`config.mk`:
```
export PLATFORM = sky130hd
export DESIGN_NAME = subleq_core
export DESIGN_NICKNAME = d
export VERILOG_FILES = /design/src/rtl/subleq_pkg.sv /design/src/rtl/subleq_mem.sv /design/src/rtl/subleq_alu.sv /design/src/rtl/subleq_seq.sv /design/src/rtl/subleq_core.sv
export SDC_FILE = /design/constraint.sdc
export NUM_CORES = 1
export LEC_CHECK = 0
export ABC_CLOCK_PERIOD_IN_PS = 6100
export CAP_MARGIN = 40
export CORE_MARGIN = 4
export CORE_UTILIZATION = 60
export CTS_BUF_LIST = sky130_fd_sc_hd__clkbuf_4
export CTS_CLUSTER_SIZE = 14
export DETAILED_ROUTE_END_ITERATION = 10
export DONT_BUFFER_PORTS = 1
export PLACE_DENSITY_LB_ADDON = 0.2
export SKIP_CTS_REPAIR_TIMING = 1
export SLEW_MARGIN = 40
export SYNTH_ARGS = -nofsm -noshare
export SYNTH_HDL_FRONTEND = slang
export SYNTH_SLANG_ARGS = --single-unit
export TNS_END_PERCENT = 5
```
`constraint.sdc`:
```
create_clock -name clk -period 6.1 [get_ports clk]
set_input_delay 1.525 -clock clk [delete_from_list [all_inputs] [get_ports clk]]
set_output_delay 1.525 -clock clk [all_outputs]
set_load 0.02 [all_outputs]
```
`src/rtl/subleq_pkg.sv`:
```
`timescale 1ns/1ps
package subleq_pkg;
  localparam int ADDR_W_DEF = 5;
  localparam int DATA_W_DEF = 8;

  // Execution phases, visited in this order once per instruction.
  typedef enum logic [2:0] {
    PH_FETCH_A  = 3'd0,
    PH_FETCH_B  = 3'd1,
    PH_FETCH_C  = 3'd2,
    PH_LOAD_X   = 3'd3,
    PH_LOAD_Y   = 3'd4,
    PH_STORE    = 3'd5,
    PH_ADVANCE  = 3'd6
  } phase_t;
endpackage

```
`src/rtl/subleq_mem.sv`:
```
`timescale 1ns/1ps
module subleq_mem #(
  parameter int AW = subleq_pkg::ADDR_W_DEF,
  parameter int DW = subleq_pkg::DATA_W_DEF
) (
  input  logic          clk,
  input  logic [AW-1:0] core_addr,
  input  logic          core_we,
  input  logic [DW-1:0] core_wdata,
  output logic [DW-1:0] core_rdata,
  input  logic [AW-1:0] host_addr,
  input  logic          host_we,
  input  logic [DW-1:0] host_wdata,
  output logic [DW-1:0] host_rdata
);
  localparam int DEPTH = 1 << AW;

  logic [DW-1:0] cells [DEPTH];

  // The core store wins; the top keeps the two from ever colliding.
  always_ff @(posedge clk) begin
    if (core_we) begin
      cells[core_addr] <= core_wdata;
    end else if (host_we) begin
      cells[host_addr] <= host_wdata;
    end
  end

  assign core_rdata = cells[core_addr];
  assign host_rdata = cells[host_addr];
endmodule

```
`src/rtl/subleq_alu.sv`:
```
`timescale 1ns/1ps
module subleq_alu #(
  parameter int AW = subleq_pkg::ADDR_W_DEF,
  parameter int DW = subleq_pkg::DATA_W_DEF
) (
  input  logic [DW-1:0] minuend,     // byte read from B
  input  logic [DW-1:0] subtrahend,  // byte read from A
  input  logic [AW-1:0] target,      // C truncated
  input  logic [AW-1:0] cur_pc,
  output logic [DW-1:0] diff,
  output logic          take,
  output logic [AW-1:0] nxt_pc,
  output logic          halt_hit
);
  localparam logic [AW-1:0] HALT_PC = '1;
  localparam logic [AW-1:0] STRIDE  = AW'(3);

  // Two's complement difference: add the inverted subtrahend plus one.
  function automatic logic [DW-1:0] wrap_sub(input logic [DW-1:0] b, input logic [DW-1:0] a);
    return b + ~a + DW'(1);
  endfunction

  // Branch when the result is zero or its sign bit is set.
  function automatic logic leq_zero(input logic [DW-1:0] r);
    return (r == '0) || r[DW-1];
  endfunction

  function automatic logic [AW-1:0] choose_pc(input logic t, input logic [AW-1:0] c,
                                               input logic [AW-1:0] p);
    return t ? c : p + STRIDE;
  endfunction

  always_comb begin
    diff     = wrap_sub(minuend, subtrahend);
    take     = leq_zero(diff);
    nxt_pc   = choose_pc(take, target, cur_pc);
    halt_hit = (nxt_pc == HALT_PC);
  end
endmodule

```
`src/rtl/subleq_seq.sv`:
```
`timescale 1ns/1ps
module subleq_seq #(
  parameter int AW = subleq_pkg::ADDR_W_DEF
) (
  input  logic                 clk,
  input  logic                 rst_n,
  input  logic                 run_en,
  input  logic [AW-1:0]        nxt_pc,
  input  logic                 halt_hit,
  output subleq_pkg::phase_t   phase,
  output logic [AW-1:0]        pc,
  output logic                 halted,
  output logic                 step_fire,
  output logic                 store_fire,
  output logic                 advance_fire
);
  import subleq_pkg::*;

  phase_t phase_q, phase_d;

  assign step_fire    = run_en && !halted;
  assign store_fire   = step_fire && (phase_q == PH_STORE);
  assign advance_fire = step_fire && (phase_q == PH_ADVANCE);
  assign phase        = phase_q;

  always_comb begin
    case (phase_q)
      PH_FETCH_A: phase_d = PH_FETCH_B;
      PH_FETCH_B: phase_d = PH_FETCH_C;
      PH_FETCH_C: phase_d = PH_LOAD_X;
      PH_LOAD_X:  phase_d = PH_LOAD_Y;
      PH_LOAD_Y:  phase_d = PH_STORE;
      PH_STORE:   phase_d = PH_ADVANCE;
      default:    phase_d = PH_FETCH_A;
    endcase
  end

  always_ff @(posedge clk) begin
    if (!rst_n) begin
      phase_q <= PH_FETCH_A;
      pc      <= '0;
      halted  <= 1'b0;
    end else if (step_fire) begin
      phase_q <= phase_d;
      if (advance_fire) begin
        pc     <= nxt_pc;
        halted <= halt_hit;
      end
    end
  end
endmodule

```
`src/rtl/subleq_core.sv`:
```
`timescale 1ns/1ps
module subleq_core #(
  parameter int AW = subleq_pkg::ADDR_W_DEF,
  parameter int DW = subleq_pkg::DATA_W_DEF
) (
  input  logic          clk,
  input  logic          rst_n,
  input  logic          run_en,
  input  logic          load_en,
  input  logic [AW-1:0] load_addr,
  input  logic [DW-1:0] load_data,
  output logic [DW-1:0] rd_data,
  output logic          halted,
  output logic [AW-1:0] pc
);
  import subleq_pkg::*;

  phase_t        phase;
  logic          step_fire, store_fire, advance_fire;
  logic [AW-1:0] mem_addr;
  logic [DW-1:0] mem_rdata;
  logic [AW-1:0] op_a, op_b, op_c;
  logic [DW-1:0] val_x, val_y;
  logic [DW-1:0] diff;
  logic          take, halt_hit;
  logic [AW-1:0] nxt_pc;
  logic          host_we;

  assign host_we = load_en && !run_en;

  // One address for the single core port, chosen by phase.
  always_comb begin
    case (phase)
      PH_FETCH_A: mem_addr = pc;
      PH_FETCH_B: mem_addr = pc + AW'(1);
      PH_FETCH_C: mem_addr = pc + AW'(2);
      PH_LOAD_X:  mem_addr = op_a;
      PH_LOAD_Y:  mem_addr = op_b;
      PH_STORE:   mem_addr = op_b;
      default:    mem_addr = pc;
    endcase
  end

  // Operand and data capture; operand bytes keep only their address bits.
  always_ff @(posedge clk) begin
    if (!rst_n) begin
      op_a  <= '0;
      op_b  <= '0;
      op_c  <= '0;
      val_x <= '0;
      val_y <= '0;
    end else if (step_fire) begin
      case (phase)
        PH_FETCH_A: op_a  <= mem_rdata[AW-1:0];
        PH_FETCH_B: op_b  <= mem_rdata[AW-1:0];
        PH_FETCH_C: op_c  <= mem_rdata[AW-1:0];
        PH_LOAD_X:  val_x <= mem_rdata;
        PH_LOAD_Y:  val_y <= mem_rdata;
        default: ;
      endcase
    end
  end

  subleq_mem #(.AW(AW), .DW(DW)) mem_i (
    .clk        (clk),
    .core_addr  (mem_addr),
    .core_we    (store_fire),
    .core_wdata (diff),
    .core_rdata (mem_rdata),
    .host_addr  (load_addr),
    .host_we    (host_we),
    .host_wdata (load_data),
    .host_rdata (rd_data)
  );

  subleq_alu #(.AW(AW), .DW(DW)) alu_i (
    .minuend    (val_y),
    .subtrahend (val_x),
    .target     (op_c),
    .cur_pc     (pc),
    .diff       (diff),
    .take       (take),
    .nxt_pc     (nxt_pc),
    .halt_hit   (halt_hit)
  );

  subleq_seq #(.AW(AW)) seq_i (
    .clk          (clk),
    .rst_n        (rst_n),
    .run_en       (run_en),
    .nxt_pc       (nxt_pc),
    .halt_hit     (halt_hit),
    .phase        (phase),
    .pc           (pc),
    .halted       (halted),
    .step_fire    (step_fire),
    .store_fire   (store_fire),
    .advance_fire (advance_fire)
  );

  logic unused_take;
  assign unused_take = take;
endmodule

```
### Yosys cells after proc, flatten, opt, wreduce, memory -nomap -nowiden

Memories as Yosys holds them, arrays and structs flattened.
Index checks and enable logic that the tools add are counted.

| word-level totals | value |
|---|---|
| register bits | 40 |
| latch bits | 0 |
| bits in writable memories | 256 |
| memory bits (read-only) | 0 |
| input bits | 17 |
| output and inout bits | 14 |
| logic and storage cells | 50 |
| memories kept | 1 |

Memory list:

| memory | words | width | read ports | clocked after memory_dff | wr ports | RTL line | text |
|---|---|---|---|---|---|---|---|
| mem_i.cells | 32 | 8 | 2 | 0 | 1 | subleq_mem.sv:18 | `logic [DW-1:0] cells [DEPTH];` |

| cells by class | value |
|---|---|
| add/subtract/negate cells | 5 |
| multipliers | 0 |
| div/mod/pow operators | 0 |
| magnitude comparators | 0 |
| equality and inequality tests | 7 |
| shifts and indexed selects | 0 |
| muxes and demuxes | 11 |
| bitwise logic cells | 1 |
| reduce and logical (&&, ||, !) cells | 17 |

Operator list:

| operator | number |
|---|---|
| one-hot mux 5 bit (4 select lines) | 1 |
| one-hot mux 3 bit (6 select lines) | 1 |
| AND reduction 2 bit | 6 |
| adder 5 x 2 -> 5 bit (second input constant) | 2 |
| two-way mux 5 bit | 2 |
| == test 3 bit (second input constant) | 3 |
| adder 8 x 1 -> 8 bit (second input constant) | 1 |
| adder 8 bit | 1 |
| logical NOT 8 bit | 1 |
| two-way mux 8 bit | 1 |
| NOT 8 bit | 1 |
| OR reduction 8 bit | 1 |
| == test 3 x 2 -> 1 bit (second input constant) | 2 |
| two-way mux 1 bit | 6 |
| adder 5 x 1 -> 5 bit (second input constant) | 1 |
| == test 5 bit (second input constant) | 1 |
| logical AND 1 bit | 4 |
| == test 3 x 1 -> 1 bit (second input constant) | 1 |
| logical NOT 3 bit | 1 |
| logical NOT 1 bit | 2 |
| OR reduction 2 bit | 1 |
| logical OR 1 bit | 1 |

### Logic depth before layout (Yosys ltp)

| logic depth | value |
|---|---|
| depth in word-level cells | 7 |
| gate-level depth with buffers | 16 |
| gate-level depth less buffers | 11 |

### Cells and area by module

From an unflattened synthesis, not the netlist that was laid out.

| second synthesis, totals | value |
|---|---|
| cells, all modules | 811 |
| area, all modules | 14655.3 µm² |

By module, submodules not included:

| module | instances | cells each | area an instance (µm²) | seq. area each (µm²) |
|---|---|---|---|---|
| subleq_mem | 1 | 538 | 12130.4 | 7687.4 |
| subleq_core | 1 | 162 | 1559.0 | 620.6 |
| subleq_alu | 1 | 70 | 570.5 | 0.0 |
| subleq_seq | 1 | 41 | 395.4 | 180.2 |

### Least setup slack after synthesis

Ideal clock, no wire load.

| path | value |
|---|---|
| kind | input to output |
| from | in load_addr[0] |
| to | out rd_data[0] |
| arrival time | 3.584 ns |
| data required time | 4.575 ns |
| setup slack | 0.991 ns |
| stages | 6 |
| path buffers | 3 |
| cells stage by stage | clkbuf_1 buf_2 buf_2 mux4_2 mux4_2 mux2_2 |

| between the ends | value |
|---|---|
| word-level cells in the longest chain between the ends | 1 |

RTL lines:

| element | RTL line | text |
|---|---|---|
| start, declared | subleq_core.sv:10 | `input logic [AW-1:0] load_addr,` |
| memory (32 x 8 bit) | - |  |
| end, declared | subleq_core.sv:12 | `output logic [DW-1:0] rd_data,` |

Every way passes these cells.

### Worst setup path in the final report

| path | value |
|---|---|
| from | in load_addr[0] |
| to | out rd_data[2] |

The elaborated chain is that of the path after synthesis.

==> metrics <==
Post-DRT Antenna Nets 0; final net count 1,138; Fin. Hold Viols 0; Synthesis Warnings 0; crit path buf inv count 0; drt wl/cell 28.5 um; Reg2Reg Depth 12; fin crit share 0.738; Mapped Nets 1,123; status finished, final reports clean; Met3 Wirelength 6630 um; Hold WS 495 ps; gr usage total 0.304; CTS tree done; highest clock rate 222 MHz; Die X 167 um; clock sinks 296; Clock Latency Late Sink 710 ps; min Tclk post-route 4500 ps; slowest CP cell mux4_2; Core Region 24,500 sq um; sequential share of the synthesized area 0.561; Vias 10,500; Pwr Density 276 nW/um^2; Vias per Instance 7.03; Peak VDD IR 0.000231 V; delay-heaviest family, CP multiplexers; Top Metal Used met4; GP Congestion 0.936; H-tree depth 3; Rel. slew slack 0.409; leakage dissipation 5.28 nW; Setup crit end kind output pin; Port Buf Inserts 0; Starting Density 0.617; fraction of layout cells with a size suffix above 1 0.282; RSZ-0062 raised after global routing false; number of flops mapped to enable cells by yosys 256; FF-to-FF Start seq_i.pc[0]$_SDFFE_PN0P_; max-slew violation total from the final report 0; Avg Cell Area, Syn 13.8 sq um; chip height 167 um; most common cell after layout, fill and taps aside edfxtp_1; clock share of power 0.384; # fillers 1,796; Max clock buf depth 3; Worst path max stage delay 540 ps; critical path launch point type input port; global route overflow 0; WL met1 16,600 um; Worst-Margin Slew 884 ps; Reg clk slew, reported paths 60 ps; combinational power share 0.116; stages on the worst setup path 3; Clock Root Buffer clkbuf_4; post-synth cell types 75; most frequent cells in the layout 256 x edfxtp_1, 110 x clkbuf_4, 85 x nand2_1; Critical Path Most Common Cell mux4_2; max cap viols 0; IO Pins 31; Most used DFF post-synth edfxtp_1; final core utilization 0.664; Worst Setup SP load_addr[0]; Sw Ratio 0.255; Pre-antenna DRT Iters 6; CP Data Arrival Time 2980 ps; Final HPWL DP 27,900 um; first-pass GRT wire length 63,600 um; Core Rows 57; Reg2Reg Setup Slack 2020 ps; Setup Viol. Count Final 0; Die ar. 27,800 sq um; Finished Layout Cells 1,488; antenna violations before repair 1; sequential fraction of design power 0.501; Syn Inst Count 1,094; final WL 42,500 um; critical path peak fanout 68; ys async rst share 0; total power 0.00450 W; critical path required time 4580 ps; WL met2 18,300 um; Mapped Area 15,100 sq um; Initial DRC Count 1,481; Setup TNS Final 0 ps; NetSw 0.00115 W; crit path kind in -> out; Critical Path, Cell by Cell mux4_2 -> mux4_2 -> mux2_2; residual DRC count 0; Clock Skew 45.7 ps; Synth Register Bits 296; HP Class reg -> reg; internal power 0.00335 W; Setup crit end rd_data[2]; Area Growth Syn to Fin 7.65%; Crit Reg-Reg Endpoint val_x[6]$_SDFFE_PN0P_; vias in the first global route 9,999; pin count of the biggest net entering global routing 69; placed insts 1,354; TritonCTS Buffers 76
cell usage after synthesis (all sizes together), types with 7 or more instances:
| cell | instances | area [sq um] |
|---|---|---|
| o211ai | 7 | 52.6 |
| ha | 11 | 138 |
| nand2 | 86 | 323 |
| buf | 43 | 363 |
| a221oi | 35 | 350 |
| clkbuf | 38 | 143 |
| o221ai | 23 | 201 |
| a32o | 12 | 120 |
| dfxtp | 40 | 801 |
| o21ai | 27 | 158 |
| nor2 | 83 | 324 |
| nor3 | 21 | 125 |
| a21oi | 69 | 345 |
| inv | 17 | 63.8 |
| a31oi | 8 | 50.1 |
| edfxtp | 256 | 7690 |
| mux2 | 42 | 473 |
| and2 | 8 | 50.1 |
| mux2i | 61 | 611 |
| o22ai | 20 | 125 |
| nand3 | 12 | 60.1 |
| nand2b | 10 | 62.6 |
| mux4 | 80 | 1800 |
| a211oi | 9 | 72.6 |
| nor2b | 15 | 101 |
flip-flops by register name (all words and copies together) (netlist names), 3 cells and up:
name / count
seq_i.pc: 5
val_y: 8
mem_i.cells: 256
op_a: 5
op_b: 5
seq_i.phase: 3
op_c: 5
val_x: 8
worst min-delay path: stages (launching register included):
cell and delay [ps]:
dfxtp_1 310, nor2_1 90, a211oi_1 50
power groups by stage:
stage | Combinational, W | Clock (W) | Sequential, W
after CTS | 0.000510 | 0.00175 | 0.00225
after global routing | 0.000549 | 0.00187 | 0.00225
after detailed placement | 0.000507 | 0 | 0.00230
after floorplan | 0.000427 | 0 | 0.00229
final | 0.000520 | 0.00173 | 0.00225
after global placement | 0.000493 | 0 | 0.00230
routing by layer:
layer | GRT usage | up-vias
li1 | - | 4459
met1 | 0.436 | 5116
met4 | 0.0804 | 0
met2 | 0.432 | 792
met3 | 0.133 | 97
met5 | 0 | -
worst min path at each step:
stage	cells past startpoint	from	slack [ps]	to
after floorplan	2	val_x[2]$_SDFFE_PN0P_	470	val_x[2]$_SDFFE_PN0P_
after global placement	2	val_x[3]$_SDFFE_PN0P_	490	val_x[3]$_SDFFE_PN0P_
final	2	val_x[3]$_SDFFE_PN0P_	490	val_x[3]$_SDFFE_PN0P_
after detailed placement	2	val_x[3]$_SDFFE_PN0P_	490	val_x[3]$_SDFFE_PN0P_
after global routing	2	val_x[3]$_SDFFE_PN0P_	510	val_x[3]$_SDFFE_PN0P_
after CTS	2	val_x[3]$_SDFFE_PN0P_	500	val_x[3]$_SDFFE_PN0P_
kinds of logic (layout without fill, tap and decap cells):
kind of cell / after synthesis / after routing / synth area share
buf+inv: 98 / 167 / 0.0376
fa+ha+maj: 12 / 12 / 0.0104
xor+xnor: 6 / 6 / 0.00347
compound gates: 236 / 236 / 0.113
other cells: 0 / 1 / 0
simple gates: 263 / 263 / 0.0834
flops: 296 / 296 / 0.561
mux: 183 / 183 / 0.191
stage by stage:
| stage | cell area, sq um | setup slack (ps) |
|---|---|---|
| 2_1_floorplan | 15100 | 991 |
| 3_3_place_gp | 15200 | 1640 |
| 3_5_place_dp | 15300 | 1640 |
| 4_1_cts | 16200 | 1640 |
| 5_1_grt | 16300 | 1610 |
| 6_report | 16300 | 1600 |
layout make-up:
class / count / area, sq um / area share
well taps: 324 / 405 / 0.0249
clock buffers: 110 / 826 / 0.0507
clock inverters: 22 / 140 / 0.00860
flip-flops and latches: 296 / 8490 / 0.521
diodes: 1 / 2.50 / 0.000154
inverters: 17 / 63.8 / 0.00392
repair buffers: 18 / 155 / 0.00953
multi-input cells: 700 / 6210 / 0.381
Power figures use the tool's default switching activity.
